$ cat src/rtl/fpcs_pkg.sv
package fpcs_pkg;
  localparam int XLEN     = 32;
  localparam int NFLAG    = 5;
  localparam int RM_W     = 2;
  localparam int FLAG_POS = 7;
  localparam int MBZ_POS  = 12;
  localparam int CTL_KEEP = RM_W + NFLAG;

  // flag order, shared by status field, enable field and report input
  localparam int FLG_INEXACT = 0;
  localparam int FLG_UNDER   = 1;
  localparam int FLG_OVER    = 2;
  localparam int FLG_DIVZ    = 3;
  localparam int FLG_INVAL   = 4;

  typedef enum logic [RM_W-1:0] {
    RM_NEAR_EVEN = 2'd0,
    RM_TO_ZERO   = 2'd1,
    RM_POS_INF   = 2'd2,
    RM_NEG_INF   = 2'd3
  } rnd_mode_e;
endpackage

$ cat src/rtl/fpcs_ctl_reg.sv
module fpcs_ctl_reg #(
  parameter int XLEN   = fpcs_pkg::XLEN,
  parameter int KEEP_W = fpcs_pkg::CTL_KEEP
) (
  input  logic            clk_i,
  input  logic            rst_ni,
  input  logic            we_i,
  input  logic [XLEN-1:0] wdata_i,
  output logic [XLEN-1:0] rdata_o
);
  logic [KEEP_W-1:0] q;

  always_ff @(posedge clk_i or negedge rst_ni) begin
    if (!rst_ni)   q <= '0;
    else if (we_i) q <= wdata_i[KEEP_W-1:0];
  end

  assign rdata_o = {{(XLEN-KEEP_W){1'b0}}, q};

  p_ctl_hold_r2: assert property (@(posedge clk_i) disable iff (!rst_ni)
    !we_i |=> $stable(rdata_o));
  p_ctl_store_r2: assert property (@(posedge clk_i) disable iff (!rst_ni)
    we_i |=> rdata_o[KEEP_W-1:0] == $past(wdata_i[KEEP_W-1:0]));
endmodule

$ cat src/rtl/fpcs_flag_reg.sv
module fpcs_flag_reg #(
  parameter int XLEN     = fpcs_pkg::XLEN,
  parameter int NFLAG    = fpcs_pkg::NFLAG,
  parameter int FLAG_POS = fpcs_pkg::FLAG_POS
) (
  input  logic             clk_i,
  input  logic             rst_ni,
  input  logic             we_i,
  input  logic [XLEN-1:0]  wdata_i,
  input  logic             vld_i,
  input  logic [NFLAG-1:0] flag_i,
  output logic [XLEN-1:0]  rdata_o
);
  logic [NFLAG-1:0] q;
  logic [NFLAG-1:0] rpt;

  assign rpt = vld_i ? flag_i : '0;

  for (genvar i = 0; i < NFLAG; i++) begin : g_bit
    // write lands first, report is ORed on top
    always_ff @(posedge clk_i or negedge rst_ni) begin
      if (!rst_ni)     q[i] <= 1'b0;
      else if (we_i)   q[i] <= wdata_i[FLAG_POS+i] | rpt[i];
      else if (rpt[i]) q[i] <= 1'b1;
    end
  end

  assign rdata_o = {{(XLEN-NFLAG){1'b0}}, q} << FLAG_POS;

  p_sticky_r5: assert property (@(posedge clk_i) disable iff (!rst_ni)
    (vld_i && !we_i) |=> ((q & $past(flag_i)) == $past(flag_i)));
  p_keep_r6: assert property (@(posedge clk_i) disable iff (!rst_ni)
    !we_i |=> ((q & $past(q)) == $past(q)));
  p_ignore_r10: assert property (@(posedge clk_i) disable iff (!rst_ni)
    (!vld_i && !we_i) |=> $stable(q));
  p_merge_r7: assert property (@(posedge clk_i) disable iff (!rst_ni)
    (vld_i && we_i) |=> q == ($past(wdata_i[FLAG_POS +: NFLAG]) | $past(flag_i)));
endmodule

$ cat src/rtl/fpcs_mbz_chk.sv
module fpcs_mbz_chk #(
  parameter int XLEN    = fpcs_pkg::XLEN,
  parameter int NPORT   = 2,
  parameter int MBZ_POS = fpcs_pkg::MBZ_POS
) (
  input  logic                       clk_i,
  input  logic                       rst_ni,
  input  logic [NPORT-1:0]           we_i,
  input  logic [NPORT-1:0][XLEN-1:0] wdata_i,
  output logic                       err_o
);
  logic [NPORT-1:0] hit;

  for (genvar p = 0; p < NPORT; p++) begin : g_port
    assign hit[p] = we_i[p] & (|wdata_i[p][XLEN-1:MBZ_POS]);
  end

  always_ff @(posedge clk_i or negedge rst_ni) begin
    if (!rst_ni) err_o <= 1'b0;
    else         err_o <= |hit;
  end

  p_err_cause_r8: assert property (@(posedge clk_i) disable iff (!rst_ni)
    (|hit) |=> err_o);
  p_no_err_r9: assert property (@(posedge clk_i) disable iff (!rst_ni)
    !(|hit) |=> !err_o);
endmodule

$ cat src/rtl/fp_ctl_stat.sv
module fp_ctl_stat
  import fpcs_pkg::*;
(
  input  logic             clk_i,
  input  logic             rst_ni,
  input  logic             ctl_we_i,
  input  logic [XLEN-1:0]  ctl_wdata_i,
  output logic [XLEN-1:0]  ctl_rdata_o,
  input  logic             sts_we_i,
  input  logic [XLEN-1:0]  sts_wdata_i,
  output logic [XLEN-1:0]  sts_rdata_o,
  input  logic             flag_vld_i,
  input  logic [NFLAG-1:0] flag_i,
  output logic [RM_W-1:0]  rnd_mode_o,
  output logic             mbz_err_o
);
  rnd_mode_e rm;

  fpcs_ctl_reg #(.XLEN(XLEN), .KEEP_W(CTL_KEEP)) u_ctl (
    .clk_i, .rst_ni, .we_i(ctl_we_i), .wdata_i(ctl_wdata_i), .rdata_o(ctl_rdata_o)
  );

  fpcs_flag_reg #(.XLEN(XLEN), .NFLAG(NFLAG), .FLAG_POS(FLAG_POS)) u_flags (
    .clk_i, .rst_ni, .we_i(sts_we_i), .wdata_i(sts_wdata_i),
    .vld_i(flag_vld_i), .flag_i, .rdata_o(sts_rdata_o)
  );

  fpcs_mbz_chk #(.XLEN(XLEN), .NPORT(2), .MBZ_POS(MBZ_POS)) u_mbz (
    .clk_i, .rst_ni,
    .we_i({sts_we_i, ctl_we_i}),
    .wdata_i({sts_wdata_i, ctl_wdata_i}),
    .err_o(mbz_err_o)
  );

  assign rm         = rnd_mode_e'(ctl_rdata_o[RM_W-1:0]);
  assign rnd_mode_o = rm;

  p_rm_follow_r3: assert property (@(posedge clk_i) disable iff (!rst_ni)
    ctl_we_i |=> rnd_mode_o == $past(ctl_wdata_i[RM_W-1:0]));
  p_reset_r1: assert property (@(posedge clk_i)
    !rst_ni |-> (ctl_rdata_o == '0 && sts_rdata_o == '0 && !mbz_err_o));
endmodule

$ cat config.mk
export PLATFORM = sky130hd
export DESIGN_NAME = fp_ctl_stat
export DESIGN_NICKNAME = d
export VERILOG_FILES = /design/src/rtl/fpcs_pkg.sv /design/src/rtl/fpcs_ctl_reg.sv /design/src/rtl/fpcs_flag_reg.sv /design/src/rtl/fpcs_mbz_chk.sv /design/src/rtl/fp_ctl_stat.sv
export SDC_FILE = /design/constraint.sdc
export NUM_CORES = 1
export LEC_CHECK = 0
export BUFFER_PORTS_ARGS = -buffer_cell sky130_fd_sc_hd__buf_2
export CAP_MARGIN = 5
export CORE_UTILIZATION = 31
export CTS_CLUSTER_DIAMETER = 80
export CTS_CLUSTER_SIZE = 25
export DETAILED_ROUTE_END_ITERATION = 16
export PLACE_DENSITY = 0.8
export SLEW_MARGIN = 30
export SYNTH_ARGS = -nofsm -noshare
export SYNTH_HDL_FRONTEND = slang
export SYNTH_HIERARCHICAL = 1
export SYNTH_SLANG_ARGS = --single-unit
$ cat constraint.sdc
create_clock -name clk_i -period 1.4 [get_ports clk_i]
set_clock_uncertainty 0.2 [all_clocks]
set_input_delay 0.14 -clock clk_i [delete_from_list [all_inputs] [get_ports clk_i]]
set_output_delay 0.14 -clock clk_i [all_outputs]
set_load 0.01 [all_outputs]
Yosys cells after proc, flatten, opt, wreduce, memory -nomap -nowiden:

Index checks and enable logic that the tools add are counted.

* register bits: 13
* bits of input ports: 74
* output and inout bits: 67
* logic and storage cells: 33

* muxes and demuxes: 11
* bitwise logic cells: 7
* reductions and logical operators: 8

Operators by type and width (count)
* $reduce_or A20 Y1: 2
* $mux W1: 10
* $reduce_bool A2 Y1: 5
* $mux W5: 1
* $or A1 B1 Y1: 5
* $and A1 B1 Y1: 2
* $reduce_or A2 Y1: 1

Logic depth before layout (Yosys ltp):

Gate-level depths: netlist of the first run.

* word-level depth: 3
* depth in mapped cells: 4
* depth with buffers taken out: 4

Hierarchy:

Netlist of the first run, hierarchy kept.

By module, submodules not included
* fpcs_ctl_reg: instances 1, cells an instance 41, area an instance 483.0 um^2, seq. area each 175.2 um^2
* fpcs_flag_reg: instances 1, cells an instance 44, area an instance 436.7 um^2, seq. area each 125.1 um^2
* fpcs_mbz_chk: instances 1, cells an instance 18, area an instance 118.9 um^2, seq. area each 25.0 um^2
* fp_ctl_stat: instances 1, cells an instance 2, area an instance 15.0 um^2, seq. area each 0.0 um^2

Worst setup path before layout of the first run:

No wires, ideal clock.

* path kind: register -> register
* from: register u_flags/rdata_o[11] (netlist name)
* to: register u_flags.q[4] (netlist: u_flags/rdata_o[11])
* library setup time: 0.126 ns
* arrival: 0.779 ns
* setup slack: 0.295 ns
* stages on the path, launching flop included: 3
* buffers on the path: 0
* period minus slack after synthesis: 1.105 ns
* cells stage by stage: dfrtp_1 -> nor2b_2 -> a221o_1

RTL lines
* end signal, assigned by index: RTL line fpcs_flag_reg.sv:23 `else if (we_i) q[i] <= wdata_i[FLAG_POS+i] | rpt[i];`
* end, declared: RTL line fpcs_flag_reg.sv:14 `logic [NFLAG-1:0] q;`

Final worst setup path of the first run:

* from: input port sts_wdata_i[15]
* to: register u_mbz.err_o

* word-level cells in the longest chain between the ends: 3

RTL lines
* start, declared: RTL line fp_ctl_stat.sv:10 `input logic [XLEN-1:0] sts_wdata_i,`
* $reduce_or A20 Y1: RTL line fpcs_mbz_chk.sv:15 `assign hit[p] = we_i[p] & (|wdata_i[p][XLEN-1:MBZ_POS]);`
* $and A1 B1 Y1: RTL line fpcs_mbz_chk.sv:15
* $reduce_or A2 Y1: RTL line fpcs_mbz_chk.sv:20 `else err_o <= |hit;`
* end signal, assigned: RTL line fpcs_mbz_chk.sv:20
* end, declared: RTL line fpcs_mbz_chk.sv:10 `output logic err_o`

Every way passes these cells.
A chain may end at the register's enable or synchronous reset.

==> impl_metrics.py, run 1 <==
metrics = {
    "outcome": {
        "outcome": "finished, violations left",
        "failed_checks": "hold timing",
    },
    "worst_setup_path": {
        "cp_slowest_cell": "dlygate4sd3_1",
        "reg2regPathDepth": 2,
        "critPathMaxFanout": 1,
        "cp_common_cell": "nand2_1",
        "critPathTopFamily": "buffers and inverters",
        "worstSetupPathType": "in2reg",
        "timing.rr.start": "u_flags/rdata_o[8]$_DFFE_PN0P_",
        "reg2reg_slack_ns": 0.28,
        "crit_path_cell_trace": "dlygate4sd3_1 -> buf_2 -> nor4_2 -> nand2_1 -> o21ai_2 -> nand2_1",
        "cpPeakStageDelay_ns": 0.54,
        "startpoint": "sts_wdata_i[15]",
        "cp-end-kind": "register",
        "cp_data_required_time_ns": 1.36,
        "crit_path_end": "u_mbz/err_o$_DFF_PN0_",
        "crit_cells": 6,
        "r2r-end": "u_flags/rdata_o[8]$_DFFE_PN0P_",
        "startpoint_type": "primary input",
        "crit_buf_inv": 2,
        "arrival_ns": 1.29,
    },
    "sta": {
        "fmax_mhz": 751,
        "rsz0062_at_grt": "no",
        "worst_slack_ns": 0.0682,
        "fin_tns_setup_ns": 0,
        "finalSetupViolations": 0,
        "period_needed_ns": 1.33,
        "drv_slew": 0,
        "fin_crit_sh_pct": 95.1,
        "holdWs_ns": -0.00805,
        "hold_viol_final": 1,
    },
    "cells_and_area": {
        "antenna_cells": 0,
        "postLayoutCellArea_um2": 1510,
        "syn_to_final_growth_pct": 43.6,
        "drive_above_1_share_pct": 45.8,
        "nets": 276,
        "final_common_cell": "buf_2",
        "layout_common_cells": "75 x buf_2, 52 x conb_1, 22 x dlygate4sd3_1",
    },
    "floorplan": {
        "core_um2": 3130,
        "start_util_pct": 33.7,
        "fp-row-count": 20,
        "die_h_um": 60.3,
        "dieArea_um2": 3640,
        "die_w_um": 60.3,
        "io_pins": 141,
    },
    "clock_tree": {
        "clockBufferDepth": 2,
        "cts_tree": "built",
        "cts_buffers": 3,
        "post_cts_buffers": 0,
        "clk_pin_slew_ns": 0.08,
        "insertion_delay_ns": 0.27,
        "cts_root_buffer": "clkbuf_4",
        "clock_sinks": 13,
        "cts_max_level": 1,
    },
    "power": {
        "fin_total_pwr_uw": 1010,
        "cellLeakagePower_uw": 0.000828,
        "vdd_drop_max_v": 0.000189,
        "power.density_nw_per_um2": 665,
    },
    "synthesis": {
        "synthTopCellsByArea": "buf_4 38%, dfrtp_1 31%, mux2_4 10%",
        "synth-seq-area-share_pct": 30.9,
        "synth-seq-cells": 13,
        "syn_avg_cell_area_um2": 10.0,
        "synth_cells": 105,
        "netlist_area_um2": 1050,
        "yosysTopAreaCellShare_pct": 38.5,
        "yosys.area.top_type": "buf_4",
        "synth_warnings": 6,
        "synthDistinctLibCells": 11,
    },
    "place": {
        "pre_cts_ws_ns": 0.159,
        "dp_hpwl_mm": 1.81,
        "port_buffers": 76,
        "place.gp.congestion": 0.651,
        "postPlaceCellArea_um2": 1250,
    },
    "drt": {
        "first_pass_iters": 4,
        "ant_nets": 0,
        "routed-via-count": 912,
        "finalWirelength_mm": 2.56,
        "wl_per_cell_um": 10.5,
        "drt_iter0_drc": 21,
        "vias_per_cell": 3.72,
        "drc": 0,
    },
    "global_routing": {
        "grt_pass1_wl_mm": 3.35,
        "grt_pass1_vias": 842,
        "grt_use_total_pct": 12.8,
        "grt_antenna_before_repair": 0,
        "overflow": 0,
        "grt_max_degree": 14,
    },
    "worst_hold_path": {
        "hp-class": "in2reg",
    },
    "run": {
        "maxCapViolCount": 0,
    },
}
==> cells in the mapped netlist (all sizes together) <==
library cell  number
buf               56
dfrtp             13
a221o              5
nor2b              5
mux2               7
o21ai              2
nand2              3
nor4              10
nand3              2
conb               2
==> where the power goes <==
part / internal, µW / leakage (µW) / switching (µW)
sequential: 411 / 0.000148 / 17.8
clock: 110 / 0.0000150 / 113
combinational: 183 / 0.000666 / 171
==> per-layer routing <==
layer | part of all wire [%] | routed length (µm) | track usage (%)
met5 | 0 | 0 | 0
met4 | 1.3 | 34 | 5.98
met3 | 9.0 | 231 | 1.30
met2 | 53 | 1370 | 27.2
met1 | 36 | 930 | 11.5
==> logic make-up (layout without fill, tap and decap cells) <==
group	after synthesis	after routing	share of synthesized area, %
buffers and inverters	56	102	40.6
multiplexers	7	7	9.98
AND/OR/NAND/NOR	20	20	12.1
AO/OA/AOI/OAI	7	7	5.70
other	2	52	0.713
flip-flops	13	13	30.9
==> worst min path at each step <==
stage / from / end / slack (ns) / depth (start not counted)
2_1_floorplan: rst_ni / u_ctl/q[0]$_DFFE_PN0P_ / -0.36 / 0
6_report: sts_wdata_i[16] / u_mbz/err_o$_DFF_PN0_ / -0.008 / 5
5_1_grt: sts_wdata_i[17] / u_mbz/err_o$_DFF_PN0_ / 0.02 / 5
3_3_place_gp: rst_ni / u_ctl/q[5]$_DFFE_PN0P_ / -0.17 / 1
4_1_cts: sts_wdata_i[14] / u_mbz/err_o$_DFF_PN0_ / -0.006 / 5
3_5_place_dp: rst_ni / u_ctl/q[2]$_DFFE_PN0P_ / -0.17 / 1
==> registers in the layout, indices dropped and copies added (netlist names) <==
register and cells:
u_mbz/err_o 1, u_flags/rdata_o 5, u_ctl/q 7
==> what timing repair did <==
item,4_1_cts,5_1_grt
endpoints found under the setup margin,0,1
hold buffers,23,0
hold endpoints to repair,26,0
gates resized for setup,0,3
==> per-stage QoR <==
stage	util [%]	instances
2_1_floorplan	-	155
3_3_place_gp	39.9	219
3_5_place_dp	39.9	219
4_1_cts	48.1	246
5_1_grt	48.4	245
6_report	48.4	245
==> worst reg2reg max path: stages (launching register included) <==
cell	delay, ns
dfrtp_1	0.38
nor2b_2	0.15
a221o_1	0.28
==> area by class of cell <==
cell class              count  area [µm²]
fillers                   291        1620
repair buffers             98         608
multi-input cells          86         498
flip-flops and latches     13         325
well taps                  44        55.1
clock buffers               4        26.3
(Power assumes the default switching activity.)
==> inputs of run 2 (changes only) <==
--- a/config.mk
+++ b/config.mk
@@ -7,11 +7,12 @@
 export LEC_CHECK = 0
 export BUFFER_PORTS_ARGS = -buffer_cell sky130_fd_sc_hd__buf_2
 export CAP_MARGIN = 5
-export CORE_UTILIZATION = 31
+export CORE_UTILIZATION = 32
+export CTS_BUF_LIST = sky130_fd_sc_hd__clkbuf_4
 export CTS_CLUSTER_DIAMETER = 80
 export CTS_CLUSTER_SIZE = 25
 export DETAILED_ROUTE_END_ITERATION = 16
-export PLACE_DENSITY = 0.8
+export PLACE_DENSITY = 0.82
 export SLEW_MARGIN = 30
 export SYNTH_ARGS = -nofsm -noshare
 export SYNTH_HDL_FRONTEND = slang
==> run 2 against run 1 <==
Net effect: the flow still finishes with violations (hold timing); clock-buffer cell count unchanged; routed wire length rose by 13%; first-iteration DRC count increased to 3.4 times the previous value; setup slack better by 0.033 ns; via count grew 7.9%; register-to-register slack barely moved; hold slack improved by 0.0075 ns; combinational power increased by 5%; sequential cell count did not move; global-route usage rose by 3.0 points; largest power group unchanged.
==> impl_metrics.py, run 2 (synthesized netlist as in run 1, its figures left out) <==
metrics = {
    "outcome": {
        "outcome": "finished, violations left",
        "failed_checks": "hold timing",
    },
    "cells_and_area": {
        "largest_reg_flops": 7,
        "layout_common_cells": "72 x buf_2, 52 x conb_1, 25 x dlygate4sd3_1",
        "regMostFlops": "u_ctl/q",
        "fillers": 251,
        "nets": 277,
        "syn_to_final_growth_pct": 47.2,
        "final_common_cell": "buf_2",
        "antenna_cells": 0,
        "drive_above_1_share_pct": 45.0,
        "finalNonFillerCells": 246,
    },
    "sta": {
        "fin_tns_setup_ns": 0,
        "fmax_mhz": 770,
        "drv_slew": 0,
        "holdWs_ns": -0.000596,
        "rsz0062_at_grt": "no",
        "finalSetupViolations": 0,
        "period_needed_ns": 1.30,
        "hold_viol_final": 1,
        "worst_slack_ns": 0.101,
        "fin_crit_sh_pct": 92.8,
    },
    "clock_tree": {
        "insertion_delay_ns": 0.27,
        "cts_max_level": 1,
        "clk_pin_slew_ns": 0.07,
        "clockBufferDepth": 2,
        "cts_tree": "built",
        "cts_root_buffer": "clkbuf_4",
        "clock_sinks": 13,
        "cts_buffers": 3,
    },
    "worst_setup_path": {
        "critPathTopFamily": "buffers and inverters",
        "arrival_ns": 1.26,
        "critPathMaxFanout": 1,
        "cp_data_required_time_ns": 1.36,
        "cpPeakStageDelay_ns": 0.55,
        "startpoint_type": "primary input",
        "cp-end-kind": "register",
        "worstSetupPathType": "in2reg",
        "crit_buf_inv": 1,
        "crit_path_cell_trace": "dlygate4sd3_1 -> nor4_2 -> nand2_1 -> o21ai_2 -> nand2_1",
        "cp_slowest_cell": "dlygate4sd3_1",
        "cp_common_cell": "nand2_1",
    },
    "power": {
        "seqPwrFrac_pct": 41.2,
        "vdd_drop_max_v": 0.000225,
        "p_clk_share_pct": 23.4,
        "p_int_uw": 730,
        "p_sw_share_pct": 30.5,
        "p_comb_share_pct": 35.4,
        "power.density_nw_per_um2": 678,
        "cellLeakagePower_uw": 0.000846,
        "power.switching_uw": 320,
    },
    "global_routing": {
        "overflow": 0,
        "grt_use_total_pct": 15.8,
        "grt_pass1_wl_mm": 4.14,
        "grt_antenna_before_repair": 0,
        "grt_pass1_vias": 939,
        "grt_max_degree": 14,
    },
    "floorplan": {
        "io_pins": 141,
        "dieArea_um2": 3530,
        "die_w_um": 59.4,
        "core_um2": 3080,
        "fp-row-count": 20,
        "die_h_um": 59.4,
        "start_util_pct": 34.2,
    },
    "drt": {
        "routed-via-count": 984,
        "wl_per_cell_um": 11.7,
        "routedLengthMet1_um": 968,
        "wl_met3_um": 370,
        "drc": 0,
        "highest_layer": "met4",
        "wl_met2_mm": 1.51,
        "first_pass_iters": 4,
        "drt_iter0_drc": 71,
        "vias_per_cell": 4.00,
        "finalWirelength_mm": 2.89,
        "ant_nets": 0,
    },
    "place": {
        "dp_hpwl_mm": 1.74,
        "port_buffers": 76,
        "place.gp.congestion": 0.716,
        "dp.cells": 219,
        "pre_cts_ws_ns": 0.198,
    },
    "worst_hold_path": {
        "hp-class": "in2reg",
    },
    "run": {
        "maxCapViolCount": 0,
    },
}
[run 2: changes by cell type in the layout (fill, tap and decap cells not counted), sizes merged]
cell          change
dlymetal6s4s      +1
dlygate4sd3       +3
buf               -3
[run 2: power groups by stage]
| stage | logic (µW) | registers [µW] | clock network, µW |
|---|---|---|---|
| after floorplan | 258 | 454 | 0 |
| after global placement | 295 | 434 | 0 |
| after detailed placement | 300 | 436 | 0 |
| after CTS | 359 | 429 | 249 |
| after global routing | 403 | 437 | 272 |
| final | 372 | 432 | 246 |
[run 2: metrics by stage]
step	utilization (%)	instance area (µm²)	power [µW]
2_1_floorplan	-	1240	713
3_3_place_gp	40.6	1250	728
3_5_place_dp	40.6	1250	736
4_1_cts	50.3	1550	1040
5_1_grt	50.4	1550	1110
6_report	50.4	1550	1050
[run 2: cell type report]
cell class / instances / area (µm²) / area share [%]
clock buffers: 4 / 30.0 / 1.94
flip-flops and latches: 13 / 325 / 21.0
multi-input cells: 86 / 504 / 32.5
well taps: 44 / 55.1 / 3.55
repair buffers: 99 / 636 / 41.0
[run 2: timing repair]
| action | 4_1_cts | 5_1_grt |
|---|---|---|
| endpoints found under the setup margin | 0 | 1 |
| buffers inserted | 0 | 0 |
| resized for setup | 0 | 5 |
| hold endpoints to repair | 26 | 0 |
| hold buffers | 27 | 0 |
[run 2: worst reg2reg max path: stages, from the launching register on]
cell and delay [ns]:
dfrtp_1 0.39, nor2b_2 0.16, a221o_1 0.26
[run 2: worst paths after layout]
check                                                startpoint                         endpoint  slack [ns]  depth (start not counted)
worst max-delay path                            sts_wdata_i[20]            u_mbz/err_o$_DFF_PN0_        0.10                          5
worst min-delay path                            sts_wdata_i[21]            u_mbz/err_o$_DFF_PN0_     -0.0006                          5
worst max register to register  u_flags/rdata_o[11]$_DFFE_PN0P_  u_flags/rdata_o[11]$_DFFE_PN0P_        0.27                          2
worst min register to register           u_ctl/q[4]$_DFFE_PN0P_           u_ctl/q[4]$_DFFE_PN0P_        0.31                          1
max in group asynchronous                                rst_ni   u_flags/rdata_o[9]$_DFFE_PN0P_        0.67                          2
min in group asynchronous                                rst_ni   u_flags/rdata_o[7]$_DFFE_PN0P_        0.11                          2
[run 2: layer usage]
metal	global-route usage, %	up-vias
met3	3.71	4
li1	-	446
met5	0	-
met4	6.80	0
met1	15.8	446
met2	30.7	88
==> inputs of run 3 (changes only) <==
--- a/config.mk
+++ b/config.mk
@@ -7,12 +7,13 @@
 export LEC_CHECK = 0
 export BUFFER_PORTS_ARGS = -buffer_cell sky130_fd_sc_hd__buf_2
 export CAP_MARGIN = 5
-export CORE_UTILIZATION = 32
+export CELL_PAD_IN_SITES_DETAIL_PLACEMENT = 1
+export CELL_PAD_IN_SITES_GLOBAL_PLACEMENT = 1
+export CORE_UTILIZATION = 20
 export CTS_BUF_LIST = sky130_fd_sc_hd__clkbuf_4
 export CTS_CLUSTER_DIAMETER = 80
-export CTS_CLUSTER_SIZE = 25
 export DETAILED_ROUTE_END_ITERATION = 16
-export PLACE_DENSITY = 0.82
+export PLACE_DENSITY_LB_ADDON = 0.1
 export SLEW_MARGIN = 30
 export SYNTH_ARGS = -nofsm -noshare
 export SYNTH_HDL_FRONTEND = slang
==> run 3 against run 2 <==
Net effect: the flow still finishes with violations (hold timing); critical path depth unchanged; fmax down 0.19%; clock-buffer cell count unchanged; die area up 58%; highest routed layer is now met3; sequential cell count unchanged.
==> impl_metrics.py, run 3 (synthesized netlist as in run 1, its figures left out) <==
metrics = {
    "drt": {
        "drt_iter0_drc": 10,
        "first_pass_iters": 4,
        "drc": 0,
        "wl_per_cell_um": 10.4,
        "finalWirelength_mm": 2.82,
        "vias_per_cell": 3.45,
        "ant_nets": 0,
        "routed-via-count": 934,
    },
    "sta": {
        "hold_viol_final": 1,
        "finalSetupViolations": 0,
        "fin_tns_setup_ns": 0,
        "period_needed_ns": 1.30,
        "rsz0062_at_grt": "no",
        "drv_slew": 0,
        "holdWs_ns": -0.0166,
        "fmax_mhz": 768,
        "fin_crit_sh_pct": 93.0,
    },
    "power": {
        "cellLeakagePower_uw": 0.000826,
        "p_comb_share_pct": 35.2,
        "seqPwrFrac_pct": 41.0,
        "p_int_uw": 729,
        "power.switching_uw": 312,
        "power.density_nw_per_um2": 656,
        "vdd_drop_max_v": 0.000202,
        "p_clk_share_pct": 23.8,
        "p_sw_share_pct": 30.0,
    },
    "worst_setup_path": {
        "worstSetupPathType": "in2reg",
        "arrival_ns": 1.26,
        "critPathMaxFanout": 1,
        "cp_data_required_time_ns": 1.36,
        "cp-end-kind": "register",
        "startpoint_type": "primary input",
    },
    "clock_tree": {
        "post_cts_buffers": 0,
        "cts_root_buffer": "clkbuf_4",
        "cts_buffers": 3,
        "insertion_delay_ns": 0.27,
        "clk_pin_slew_ns": 0.08,
        "clockBufferDepth": 2,
        "clock_sinks": 13,
        "cts_max_level": 1,
        "cts_tree": "built",
    },
    "cells_and_area": {
        "nets": 276,
        "drive_above_1_share_pct": 44.3,
        "fillers": 660,
        "final_common_cell": "buf_2",
        "antenna_cells": 0,
        "syn_to_final_growth_pct": 50.6,
        "regMostFlops": "u_ctl/q",
        "layout_common_cells": "70 x buf_2, 52 x conb_1, 28 x dlygate4sd3_1",
        "utilization_pct": 31.3,
        "largest_reg_flops": 7,
    },
    "place": {
        "port_buffers": 76,
        "dp_hpwl_mm": 2.32,
        "place.gp.congestion": 0.692,
    },
    "floorplan": {
        "die_h_um": 74.6,
        "start_util_pct": 20.8,
        "io_pins": 141,
        "fp-row-count": 26,
        "dieArea_um2": 5560,
        "core_um2": 5070,
        "die_w_um": 74.6,
    },
    "global_routing": {
        "grt_use_total_pct": 9.90,
        "grt_antenna_before_repair": 0,
        "overflow": 0,
        "grt_pass1_vias": 979,
        "grt_pass1_wl_mm": 4.22,
        "grt_max_degree": 14,
    },
    "outcome": {
        "failed_checks": "hold timing",
        "outcome": "finished, violations left",
    },
    "worst_hold_path": {
        "hp-class": "in2reg",
    },
    "run": {
        "maxCapViolCount": 0,
    },
}
[run 3: timing repair]
action | in CTS | in global routing
resized for setup | 0 | 4
endpoints found under the setup margin | 0 | 1
endpoints found under the hold margin | 26 | 0
hold buffers | 28 | 0
[run 3: routing by layer]
metal	vias up	global-route usage (%)	part of all wire (%)
met3	0	2.03	9.2
met5	-	0	0
li1	445	-	-
met2	62	20.6	56
met1	427	9.31	34
met4	0	3.35	0
[run 3: area by class of cell]
cell class                 count  area [µm²]  area share, %
sequential                    13         325           20.5
multi-input combinational     86         513           32.3
clock buffer                   4        30.0           1.89
timing repair buffer          98         631           39.7
tap                           70        87.6           5.52
[run 3: path summary, 6_finish.rpt]
kind	startpoint	to	slack, ns	depth (start not counted)
hold reg to reg	u_ctl/q[4]$_DFFE_PN0P_	u_ctl/q[4]$_DFFE_PN0P_	0.31	1
max in group asynchronous	rst_ni	u_flags/rdata_o[9]$_DFFE_PN0P_	0.69	2
setup reg to reg	u_flags/rdata_o[10]$_DFFE_PN0P_	u_flags/rdata_o[10]$_DFFE_PN0P_	0.30	2
hold / removal	sts_wdata_i[20]	u_mbz/err_o$_DFF_PN0_	-0.02	5
setup / recovery	ctl_wdata_i[24]	u_mbz/err_o$_DFF_PN0_	0.1	5
min in group asynchronous	rst_ni	u_ctl/q[6]$_DFFE_PN0P_	0.08	2
[run 3: power groups by stage]
stage / clock [µW] / combinational [µW] / sequential, µW
2_1_floorplan: 0 / 258 / 454
3_3_place_gp: 0 / 301 / 435
3_5_place_dp: 0 / 304 / 436
4_1_cts: 261 / 366 / 429
5_1_grt: 277 / 403 / 433
6_report: 248 / 366 / 427
[run 3: per-stage QoR]
step                      worst slack, ns  total power (µW)  instances  hold WS (ns)  instance area (µm²)
after floorplan                     0.295               713        155        -0.356                 1240
after global routing              0.00729              1110        271       0.00619                 1590
after CTS                          0.0201              1060        277       -0.0160                 1590
final                              0.0983              1040        271       -0.0166                 1590
after detailed placement            0.176               740        245        -0.149                 1280
after global placement              0.175               736        245        -0.154                 1280
[run 3: worst max-delay path: stages]
cell           delay [ns]
dlygate4sd3_1        0.57
nor4_4               0.27
nand2_1              0.10
o21ai_2              0.14
nand2_1              0.05
